<file path="src/rtl/tmr_irq_pkg.sv">
// Package: shared constants and helpers for the timer interrupt router.
// Assumes a 5-bit line selector, giving 32 interrupt lines.
package tmr_irq_pkg;
    localparam int ROUTE_W     = 5;
    localparam int NUM_LINES   = 1 << ROUTE_W;
    localparam int LOW_ACT_MIN = 16;
    localparam logic [ROUTE_W-1:0] LEG_TICK_LINE  = 5'd0;
    localparam logic [ROUTE_W-1:0] LEG_CLOCK_LINE = 5'd8;

    // Polarity mask: a 1 marks an active-low line.
    function automatic logic [NUM_LINES-1:0] low_active_mask();
        logic [NUM_LINES-1:0] m;
        for (int l = 0; l < NUM_LINES; l++) begin
            m[l] = (l >= LOW_ACT_MIN);
        end
        return m;
    endfunction
endpackage

</file>
<file path="src/rtl/tmr_irq_chan.sv">
// Module: per-channel status and pulse state.
// Holds the status bit (level type) and a one-cycle pulse flag (edge type).
// Assumes the fire input is a single-cycle strobe.
module tmr_irq_chan (
    input  logic clk,
    input  logic rst_n,
    input  logic fire_i,
    input  logic en_i,
    input  logic glb_en_i,
    input  logic level_i,
    input  logic msg_en_i,
    input  logic clr_i,
    output logic sts_o,
    output logic drive_o,
    output logic msg_fire_o
);
    logic live;
    logic sts_q;
    logic pulse_q;

    assign live = en_i & glb_en_i;

    // Status and pulse update; disable or message mode forces status clear.
    always_ff @(posedge clk) begin
        if (!rst_n) begin
            sts_q   <= 1'b0;
            pulse_q <= 1'b0;
        end else begin
            pulse_q <= live & fire_i & ~level_i & ~msg_en_i;
            if (!live || msg_en_i) begin
                sts_q <= 1'b0;
            end else if (fire_i) begin
                sts_q <= level_i;
            end else if (clr_i) begin
                sts_q <= 1'b0;
            end
        end
    end

    assign sts_o      = sts_q;
    assign drive_o    = sts_q | pulse_q;
    assign msg_fire_o = live & fire_i & msg_en_i;
endmodule

</file>
<file path="src/rtl/tmr_irq_merge.sv">
// Module: line merge and polarity stage.
// ORs every channel drive onto its selected line and adds the external
// sources when legacy mode is off. It then applies per-line polarity.
// Assumes all inputs come from registers, so the output is glitch-safe.
module tmr_irq_merge #(
    parameter int NUM_CH = 4
) (
    input  logic [NUM_CH-1:0]                       drive_i,
    input  logic [NUM_CH*tmr_irq_pkg::ROUTE_W-1:0]  route_i,
    input  logic                                    legacy_i,
    input  logic                                    tick_i,
    input  logic                                    clock_i,
    output logic [tmr_irq_pkg::NUM_LINES-1:0]       irq_o
);
    import tmr_irq_pkg::*;

    localparam logic [NUM_LINES-1:0] POL_MASK = low_active_mask();

    logic [NUM_LINES-1:0] act;

    // Logical line activity from channels and gated external inputs.
    always_comb begin
        act = '0;
        for (int c = 0; c < NUM_CH; c++) begin
            if (drive_i[c]) begin
                act[route_i[c*ROUTE_W +: ROUTE_W]] = 1'b1;
            end
        end
        if (!legacy_i) begin
            act[LEG_TICK_LINE]  = act[LEG_TICK_LINE]  | tick_i;
            act[LEG_CLOCK_LINE] = act[LEG_CLOCK_LINE] | clock_i;
        end
    end

    genvar gl;
    generate
        for (gl = 0; gl < NUM_LINES; gl++) begin : g_pol
            if (POL_MASK[gl]) begin : g_low
                assign irq_o[gl] = ~act[gl];
            end else begin : g_high
                assign irq_o[gl] = act[gl];
            end
        end
    endgenerate
endmodule

</file>
<file path="src/rtl/tmr_irq_msg_pick.sv">
// Module: message request selector.
// Picks the lowest-numbered channel with a message fire. It registers a
// one-cycle request carrying that channel's address and data.
// Assumes address in the upper half of each word, data in the lower half.
module tmr_irq_msg_pick #(
    parameter int NUM_CH = 4,
    parameter int AW     = 32,
    parameter int DW     = 32
) (
    input  logic                   clk,
    input  logic                   rst_n,
    input  logic [NUM_CH-1:0]      fire_i,
    input  logic [NUM_CH*(AW+DW)-1:0] word_i,
    output logic                   req_o,
    output logic [AW-1:0]          addr_o,
    output logic [DW-1:0]          data_o
);
    localparam int WW = AW + DW;

    logic [WW-1:0] sel_word;

    // Priority select: scan downward so the lowest index wins.
    always_comb begin
        sel_word = '0;
        for (int c = NUM_CH - 1; c >= 0; c--) begin
            if (fire_i[c]) begin
                sel_word = word_i[c*WW +: WW];
            end
        end
    end

    // Request register; address and data hold between requests.
    always_ff @(posedge clk) begin
        if (!rst_n) begin
            req_o  <= 1'b0;
            addr_o <= '0;
            data_o <= '0;
        end else begin
            req_o <= |fire_i;
            if (|fire_i) begin
                addr_o <= sel_word[WW-1:DW];
                data_o <= sel_word[DW-1:0];
            end
        end
    end
endmodule

</file>
<file path="src/rtl/tmr_irq_router.sv">
// Module: timer interrupt router top.
// Registers mode, external levels and selectors, and runs one state slice
// per channel. Outputs are merged onto 32 lines plus a message request.
// Assumes all inputs are synchronous to clk.
module tmr_irq_router #(
    parameter int NUM_CH = 4,
    parameter int MSG_AW = 32,
    parameter int MSG_DW = 32
) (
    input  logic                            clk,
    input  logic                            rst_n,
    input  logic                            glb_en_i,
    input  logic                            legacy_i,
    input  logic [NUM_CH-1:0]               ch_fire_i,
    input  logic [NUM_CH-1:0]               ch_en_i,
    input  logic [NUM_CH-1:0]               ch_level_i,
    input  logic [NUM_CH-1:0]               ch_msg_en_i,
    input  logic [NUM_CH*5-1:0]             ch_route_i,
    input  logic [NUM_CH*(MSG_AW+MSG_DW)-1:0] ch_msg_word_i,
    input  logic                            sts_wr_i,
    input  logic [NUM_CH-1:0]               sts_wdata_i,
    input  logic                            pit_in_i,
    input  logic                            rtc_in_i,
    output logic [31:0]                     irq_o,
    output logic [NUM_CH-1:0]               sts_o,
    output logic                            pit_enable_o,
    output logic                            msg_req_o,
    output logic [MSG_AW-1:0]               msg_addr_o,
    output logic [MSG_DW-1:0]               msg_data_o
);
    import tmr_irq_pkg::*;

    logic                      leg_q;
    logic                      tick_q;
    logic                      clock_q;
    logic [NUM_CH-1:0]         drive;
    logic [NUM_CH-1:0]         msg_fire;
    logic [NUM_CH*ROUTE_W-1:0] eff_route;

    // Mode and external level capture; clock level is stored in any mode.
    always_ff @(posedge clk) begin
        if (!rst_n) begin
            leg_q   <= 1'b0;
            tick_q  <= 1'b0;
            clock_q <= 1'b0;
        end else begin
            leg_q   <= legacy_i;
            tick_q  <= pit_in_i;
            clock_q <= rtc_in_i;
        end
    end

    assign pit_enable_o = ~leg_q;

    genvar gc;
    generate
        for (gc = 0; gc < NUM_CH; gc++) begin : g_ch
            logic [ROUTE_W-1:0] rt_q;

            // Selector register so line choice follows the same latency.
            always_ff @(posedge clk) begin
                if (!rst_n) begin
                    rt_q <= '0;
                end else begin
                    rt_q <= ch_route_i[gc*ROUTE_W +: ROUTE_W];
                end
            end

            if (gc == 0) begin : g_leg0
                assign eff_route[gc*ROUTE_W +: ROUTE_W] = leg_q ? LEG_TICK_LINE : rt_q;
            end else if (gc == 1) begin : g_leg1
                assign eff_route[gc*ROUTE_W +: ROUTE_W] = leg_q ? LEG_CLOCK_LINE : rt_q;
            end else begin : g_norm
                assign eff_route[gc*ROUTE_W +: ROUTE_W] = rt_q;
            end

            tmr_irq_chan u_chan (
                .clk        (clk),
                .rst_n      (rst_n),
                .fire_i     (ch_fire_i[gc]),
                .en_i       (ch_en_i[gc]),
                .glb_en_i   (glb_en_i),
                .level_i    (ch_level_i[gc]),
                .msg_en_i   (ch_msg_en_i[gc]),
                .clr_i      (sts_wr_i & sts_wdata_i[gc]),
                .sts_o      (sts_o[gc]),
                .drive_o    (drive[gc]),
                .msg_fire_o (msg_fire[gc])
            );
        end
    endgenerate

    tmr_irq_merge #(.NUM_CH(NUM_CH)) u_merge (
        .drive_i  (drive),
        .route_i  (eff_route),
        .legacy_i (leg_q),
        .tick_i   (tick_q),
        .clock_i  (clock_q),
        .irq_o    (irq_o)
    );

    tmr_irq_msg_pick #(.NUM_CH(NUM_CH), .AW(MSG_AW), .DW(MSG_DW)) u_msg (
        .clk    (clk),
        .rst_n  (rst_n),
        .fire_i (msg_fire),
        .word_i (ch_msg_word_i),
        .req_o  (msg_req_o),
        .addr_o (msg_addr_o),
        .data_o (msg_data_o)
    );
endmodule

</file>
<file path="config.mk">
export PLATFORM = sky130hd
export DESIGN_NAME = tmr_irq_router
export DESIGN_NICKNAME = d
export VERILOG_FILES = /design/src/rtl/tmr_irq_pkg.sv /design/src/rtl/tmr_irq_chan.sv /design/src/rtl/tmr_irq_merge.sv /design/src/rtl/tmr_irq_msg_pick.sv /design/src/rtl/tmr_irq_router.sv
export SDC_FILE = /design/constraint.sdc
export NUM_CORES = 1
export LEC_CHECK = 0
export BUFFER_PORTS_ARGS = -buffer_cell sky130_fd_sc_hd__buf_2
export CAP_MARGIN = 25
export CORE_MARGIN = 8
export CORE_UTILIZATION = 30
export DETAILED_ROUTE_END_ITERATION = 12
export MAX_ROUTING_LAYER = met4
export PLACE_DENSITY = 0.58
export SYNTH_ARGS = -nofsm -noshare
export SYNTH_HDL_FRONTEND = slang
export SYNTH_SLANG_ARGS = --single-unit
</file>
<file path="constraint.sdc">
create_clock -name clk -period 2 [get_ports clk]
set_clock_uncertainty 0.2 [all_clocks]
set_input_delay 0.3 -clock clk [delete_from_list [all_inputs] [get_ports clk]]
set_output_delay 0.3 -clock clk [all_outputs]
set_load 0.005 [all_outputs]
</file>
# Yosys cells after proc, flatten, opt, wreduce, memory -nomap -nowiden
# Index checks and enable logic that the tools add are counted.
# W data, S select, Z words.
[totals]
reg_bits = 96
word_cells = 134
in_bits = 303
out_inout_bits = 102
[op_classes]
bitwise = 59
mux = 28
order_cmp = 8
n_reduce_logical = 21
[ops]
columns = ["op", "count"]
rows = [
  ["$mux W64", 4],
  ["$mux W32", 4],
  ["$or A32 B32 Y32", 3],
  ["$not A1 Y1", 26],
  ["$and A1 B1 Y1", 24],
  ["$lt A5 B6 Y1 const B", 4],
  ["$demux W1 S5", 4],
  ["$ge A5 B1 Y1 const B", 4],
  ["$mux W1", 14],
  ["$mux W5", 2],
  ["$reduce_bool A2 Y1", 4],
  ["$reduce_or A2 Y1", 4],
  ["$or A1 B1 Y1", 6],
  ["$logic_and A1 B1 Y1", 4],
  ["$logic_not A1 Y1", 4],
  ["$logic_or A1 B1 Y1", 4],
  ["$reduce_or A4 Y1", 1],
]

# Logic depth before layout (Yosys ltp)
[depth]
ltp_word = 14
depth_mapped = 7
depth_no_buf = 4

# By module
# A second synthesis with hierarchy kept.
[unflattened]
cells_unflattened = 776
hier_area_um2 = 6396.1
[by_module_without_submodules]
columns = ["mod", "area_per_inst_um2", "cells_per_inst", "n_inst", "seq_area_each_um2"]
rows = [
  ["tmr_irq_msg_pick", 4207.8, 510, 1, 1301.2],
  ["tmr_irq_merge", 1111.1, 166, 1, 0.0],
  ["tmr_irq_router", 716.9, 64, 1, 460.4],
  ["tmr_irq_chan", 90.1, 9, 4, 40.0],
]

# Least setup slack after synthesis
# Ideal clock, no wire load.
[synth_timing]
kind = "register -> output"
startpoint = "register g_ch[2].rt_q[4]"
endpoint = "output port irq_o[16]"
path_stages_with_launch = 6
arrival_ns = 1.371
required_ns = 1.500
path_buffers = 1
setup_slack_ns = 0.129
cell_sequence = "dfxtp_1 buf_2 or3b_1 or4_1 o31ai_1 a221oi_1"
[synth_between]
elab_chain_cells = 9
elab_cells_between_ends = 10
cone_classes = "2 x order compare; 4 x mux; 3 x bitwise; 1 x reduce/logical"
[synth_lines]
columns = ["element", "line", "source"]
rows = [
  ["from (decl)", "tmr_irq_router.sv:58", "logic [ROUTE_W-1:0] rt_q;"],
  ["from (signal assigned)", "tmr_irq_router.sv:65", "rt_q <= ch_route_i[gc*ROUTE_W +: ROUTE_W];"],
  ["$lt A5 B6 Y1 (not written as such) / $ge A5 B1 Y1 (equally long branches)", "tmr_irq_merge.sv:26", "act[route_i[c*ROUTE_W +: ROUTE_W]] = 1'b1;"],
  ["$logic_and A1 B1 Y1 (not written as such)", "tmr_irq_merge.sv:26", ""],
  ["$mux W1 (not written as such)", "tmr_irq_merge.sv:26", ""],
  ["$demux W1 S5 *", "-", ""],
  ["$or A32 B32 Y32 (no line) *", "-", ""],
  ["$mux W32 *", "tmr_irq_merge.sv:25", "if (drive_i[c]) begin"],
  ["$or A32 B32 Y32 (no line)", "-", ""],
  ["$mux W32 *", "tmr_irq_merge.sv:25", ""],
  ["$not A1 Y1 *", "tmr_irq_merge.sv:39", "assign irq_o[gl] = ~act[gl];"],
  ["to (decl)", "tmr_irq_router.sv:24", "output logic [31:0] irq_o,"],
]
# Every way passes the cells marked *; elsewhere a longest branch is shown, timed or not.

# Worst setup path after layout
[layout_timing]
startpoint = "register leg_q"
endpoint = "output port irq_o[4]"
[layout_between]
elab_chain_cells = 12
elab_cells_between_ends = 19
cone_classes = "4 x order compare; 10 x mux; 3 x bitwise; 2 x reduce/logical"
[layout_lines]
columns = ["element", "line", "source"]
rows = [
  ["from (decl)", "tmr_irq_router.sv:33", "logic leg_q;"],
  ["from (signal assigned)", "tmr_irq_router.sv:47", "leg_q <= legacy_i;"],
  ["$mux W5", "tmr_irq_router.sv:70", "assign eff_route[gc*ROUTE_W +: ROUTE_W] = leg_q ? LEG_TICK_LINE : rt_q;"],
  ["$lt A5 B6 Y1 (not written as such) / $ge A5 B1 Y1 (equally long branches)", "tmr_irq_merge.sv:26", ""],
  ["$logic_and A1 B1 Y1 (not written as such)", "tmr_irq_merge.sv:26", ""],
  ["$mux W1 (not written as such)", "tmr_irq_merge.sv:26", ""],
  ["$demux W1 S5", "-", ""],
  ["$mux W32", "tmr_irq_merge.sv:25", ""],
  ["$or A32 B32 Y32 (no line)", "-", ""],
  ["$mux W32 *", "tmr_irq_merge.sv:25", ""],
  ["$or A32 B32 Y32 (no line)", "-", ""],
  ["$mux W32 *", "tmr_irq_merge.sv:25", ""],
  ["$or A32 B32 Y32 (no line)", "-", ""],
  ["$mux W32 *", "tmr_irq_merge.sv:25", ""],
]
# Marked as above.

==> results.yml <==
status:
  status: "complete, but fails checks"
  violations: "setup timing"
placement:
  gp_congestion: 0.9761
  io_buffers: 404
  placed_cells: 1405
  place_ws_ns: -0.2329
  hpwl_mm: 25.26
critical_path:
  critPathKind: "flip-flop to primary output"
  rrSetupSlack_ns: 0.95
  crit_fanout: 6
  crit_top_cell: "buf_6"
  crit_cells: 7
  slowest_delay_ns: 0.38
  reg2reg_to: "g_ch[2].u_chan.sts_o"
  required_ns: 1.50
  worst-path-buf-inv: 3
  reg2reg_from: "g_ch[2].u_chan.sts_o"
  cpLargestDelayFamily: "simple AND/OR/NAND/NOR gates"
  setup.worst_path.end_class: "primary output"
  path_cells: "buf_6 -> buf_6 -> nand2b_4 -> or3_4 -> o22ai_2 -> a221o_1 -> buf_2"
  critPathLaunchType: "flip-flop"
  setup.worst_path.end: "irq_o[4]"
  cp.arrival_ns: 1.84
  ff2ff_path_depth: 4
  crit_start: "leg_q"
  cpMaxStageDelayCell: "dfxtp_4"
yosys:
  ys_ff_latch: 96
  ys_top_cells_by_area: "dfxtp_1 (30%), a32o_1 (9.8%), mux2i_1 (9.8%)"
  postSynthNetCount: 1031
  ys_seq_area_share_pct: 29.92
  syn_area_mm2: 0.006424
  yosys.area.top_type: "dfxtp_1"
  synth_top_cell_area_share_pct: 29.92
  synth_area_per_cell_um2: 8.824
  syn_inst: 728
  yosys_warnings: 0
  synth_cell_types: 50
clock_tree:
  cts_inserted_buffers: 9
  clk_latency_ns: 0.34
  htree_num_levels: 3
  clock_path_buffers: 2
  cts.sinks: 96
  root_buffer: "clkbuf_16"
  cts.clk_slew.worst_paths_ns: 0.07
  cts_tree: "yes"
detailed_routing:
  via_count: 8093
  wl_per_cell_um: 22.26
  ant_nets: 0
  post_drt_via_cell_ratio: 5.513
  route.detailed.drc: 0
  dr.pass1.iters: 5
  initialDrtViolationCount: 586
  wl_mm: 32.67
layout:
  drive_gt1_share_pct: 58.66
  layout.nets: 1481
  areaGrowthSynthToFinish_pct: 64.16
  final_cells: 1468
  final_cell_mix: "buf_2 (404), dfxtp_1 (76), nand4_1 (65)"
  final_common_cell: "buf_2"
  fillers: 1994
  final_core_util_pct: 50.16
floorplan:
  num_rows: 53
  core_area_mm2: 0.02102
  initial_core_util_pct: 30.56
  ioPinCount: 405
  die_w_um: 162.3
  chipHeight_um: 162.3
  dieArea_mm2: 0.02635
timing:
  worst_pin_slew_ns: 0.6795
  whs_ns: 0.01992
  worst_slack_ns: -0.3429
  rsz0062_at_grt: "true"
  hold_viol: 0
  setup_tns_ns: -7.757
  fin_crit_sh_pct: 117.1
  finalSetupViolCount: 32
  slew_violations: 0
  slew_headroom_pct: 54.45
  min_period_ns: 2.343
  max_freq_ghz: 0.4268
pwr:
  leakage_nw: 4.857
  p_sw_mw: 1.431
  p_seq_share_pct: 39.5
  switching_share_pct: 27.88
  pwr-share-comb_pct: 22.1
  p_int_mw: 3.702
  ir_worst_vdd_mv: 0.2801
  pwr-share-clk_pct: 38.4
  p_per_area_mw_per_mm2: 486.8
global_route:
  grt_pass1_wl_mm: 48.18
  grtUsageTotal_pct: 23.96
  grt_overflow: 0
  antenna_found_initial: 9
  grt_pass1_vias: 8405
  grt_max_degree: 60
flow_run:
  drv_cap: 0
hold_path:
  hold_path_class: "input pin to flip-flop"
## area by class of cell
cell class	instances	area (um^2)	area share, %
inverters	15	56.30	0.5339
multi-input cells	538	4634	43.95
flip-flops and latches	96	1962	18.60
clock inverters	6	90.09	0.8543
repair buffers	518	3194	30.29
well taps	275	344.1	3.263
diodes	10	25.02	0.2373
clock buffers	10	239.0	2.266
## flip-flops by register name, indices dropped and copies added, names as in the netlist
| signal | count |
|---|---|
| clock_q | 1 |
| g_ch.rt_q | 20 |
| g_ch.u_chan.pulse_q | 4 |
| g_ch.u_chan.sts_o | 4 |
| leg_q | 1 |
| tick_q | 1 |
| u_msg.addr_o | 32 |
| u_msg.data_o | 32 |
| u_msg.req_o | 1 |
## how the worst min path moves through the flow
stage                                 from                endpoint  depth (start not counted)
after floorplan              ch_level_i[0]  g_ch[0].u_chan.pulse_q                          1
after global placement     u_msg.data_o[4]         u_msg.data_o[4]                          1
after detailed placement  u_msg.data_o[10]        u_msg.data_o[10]                          1
after CTS                     ch_fire_i[3]    g_ch[3].u_chan.sts_o                          3
after global routing          ch_fire_i[2]    g_ch[2].u_chan.sts_o                          3
final                         ch_fire_i[3]    g_ch[3].u_chan.sts_o                          3
## kinds of logic after synthesis
logic type / share of synthesized area, %
compound gates: 26.70
flops: 29.92
mux: 9.817
buf+inv: 8.083
simple gates: 25.48
## worst min-delay path: cells and delay by family
kind	cells	cell delay, ns
AOI/OAI and AO/OA	1	0.05
buffers and inverters	1	0.12
and+or+nand+nor	1	0.05
## metal layers
layer	GRT usage [%]	routed length (um)	up-vias	share of wire, %
met3	4.778	2442	71	7.5
li1	-	-	3794	-
met5	-	0	-	0
met1	27.06	12540	3819	38
met2	40.74	16580	409	51
met4	10.02	1111	0	3.4
## stage by stage
stage / power [mW] / instance area, um^2
3_3_place_gp: 3.063 / 9096
3_5_place_dp: 3.067 / 9096
6_report: 5.133 / 10550
2_1_floorplan: 2.498 / 6424
4_1_cts: 5.153 / 10310
5_1_grt: 5.337 / 10550
## synthesized netlist by cell type (all sizes together)
master / count
nor2b: 3
o21ba: 2
o221ai: 12
a22oi: 9
a21oi: 4
a221oi: 15
o22ai: 16
nand2: 20
nor3b: 8
nand4b: 4
inv: 15
mux2i: 63
o22a: 1
and2: 26
nor4b: 1
nand2b: 3
a221o: 2
a32o: 63
nand4: 68
nor3: 7
and4bb: 1
or3: 4
o31ai: 1
a211o: 2
a32oi: 2
or3b: 2
and3b: 3
a211oi: 1
o32ai: 3
dfxtp: 96
or2: 70
or4: 1
o21ai: 6
o211ai: 63
and3: 6
clkbuf: 28
nand3: 7
nand3b: 9
a22o: 3
nor2: 25
a31oi: 1
buf: 51
and4: 1
## timing repair
| item | 4_1_cts | 5_1_grt |
|---|---|---|
| resized for setup | 138 | 43 |
| endpoints found under the hold margin | 30 | 0 |
| setup endpoints to repair | 32 | 32 |
| pin swaps | 25 | 14 |
| buffers inserted | 8 | 4 |
| hold buffers | 27 | 0 |
## power groups by stage
stage / clock network (mW) / registers, mW / logic (mW)
floorplan: 0 / 2.06 / 0.439
global placement: 0 / 2.06 / 1.00
detailed placement: 0 / 2.06 / 1.00
CTS: 2.02 / 2.03 / 1.10
global route: 2.08 / 2.04 / 1.22
finish: 1.97 / 2.03 / 1.13
(Power assumes the default switching activity.)
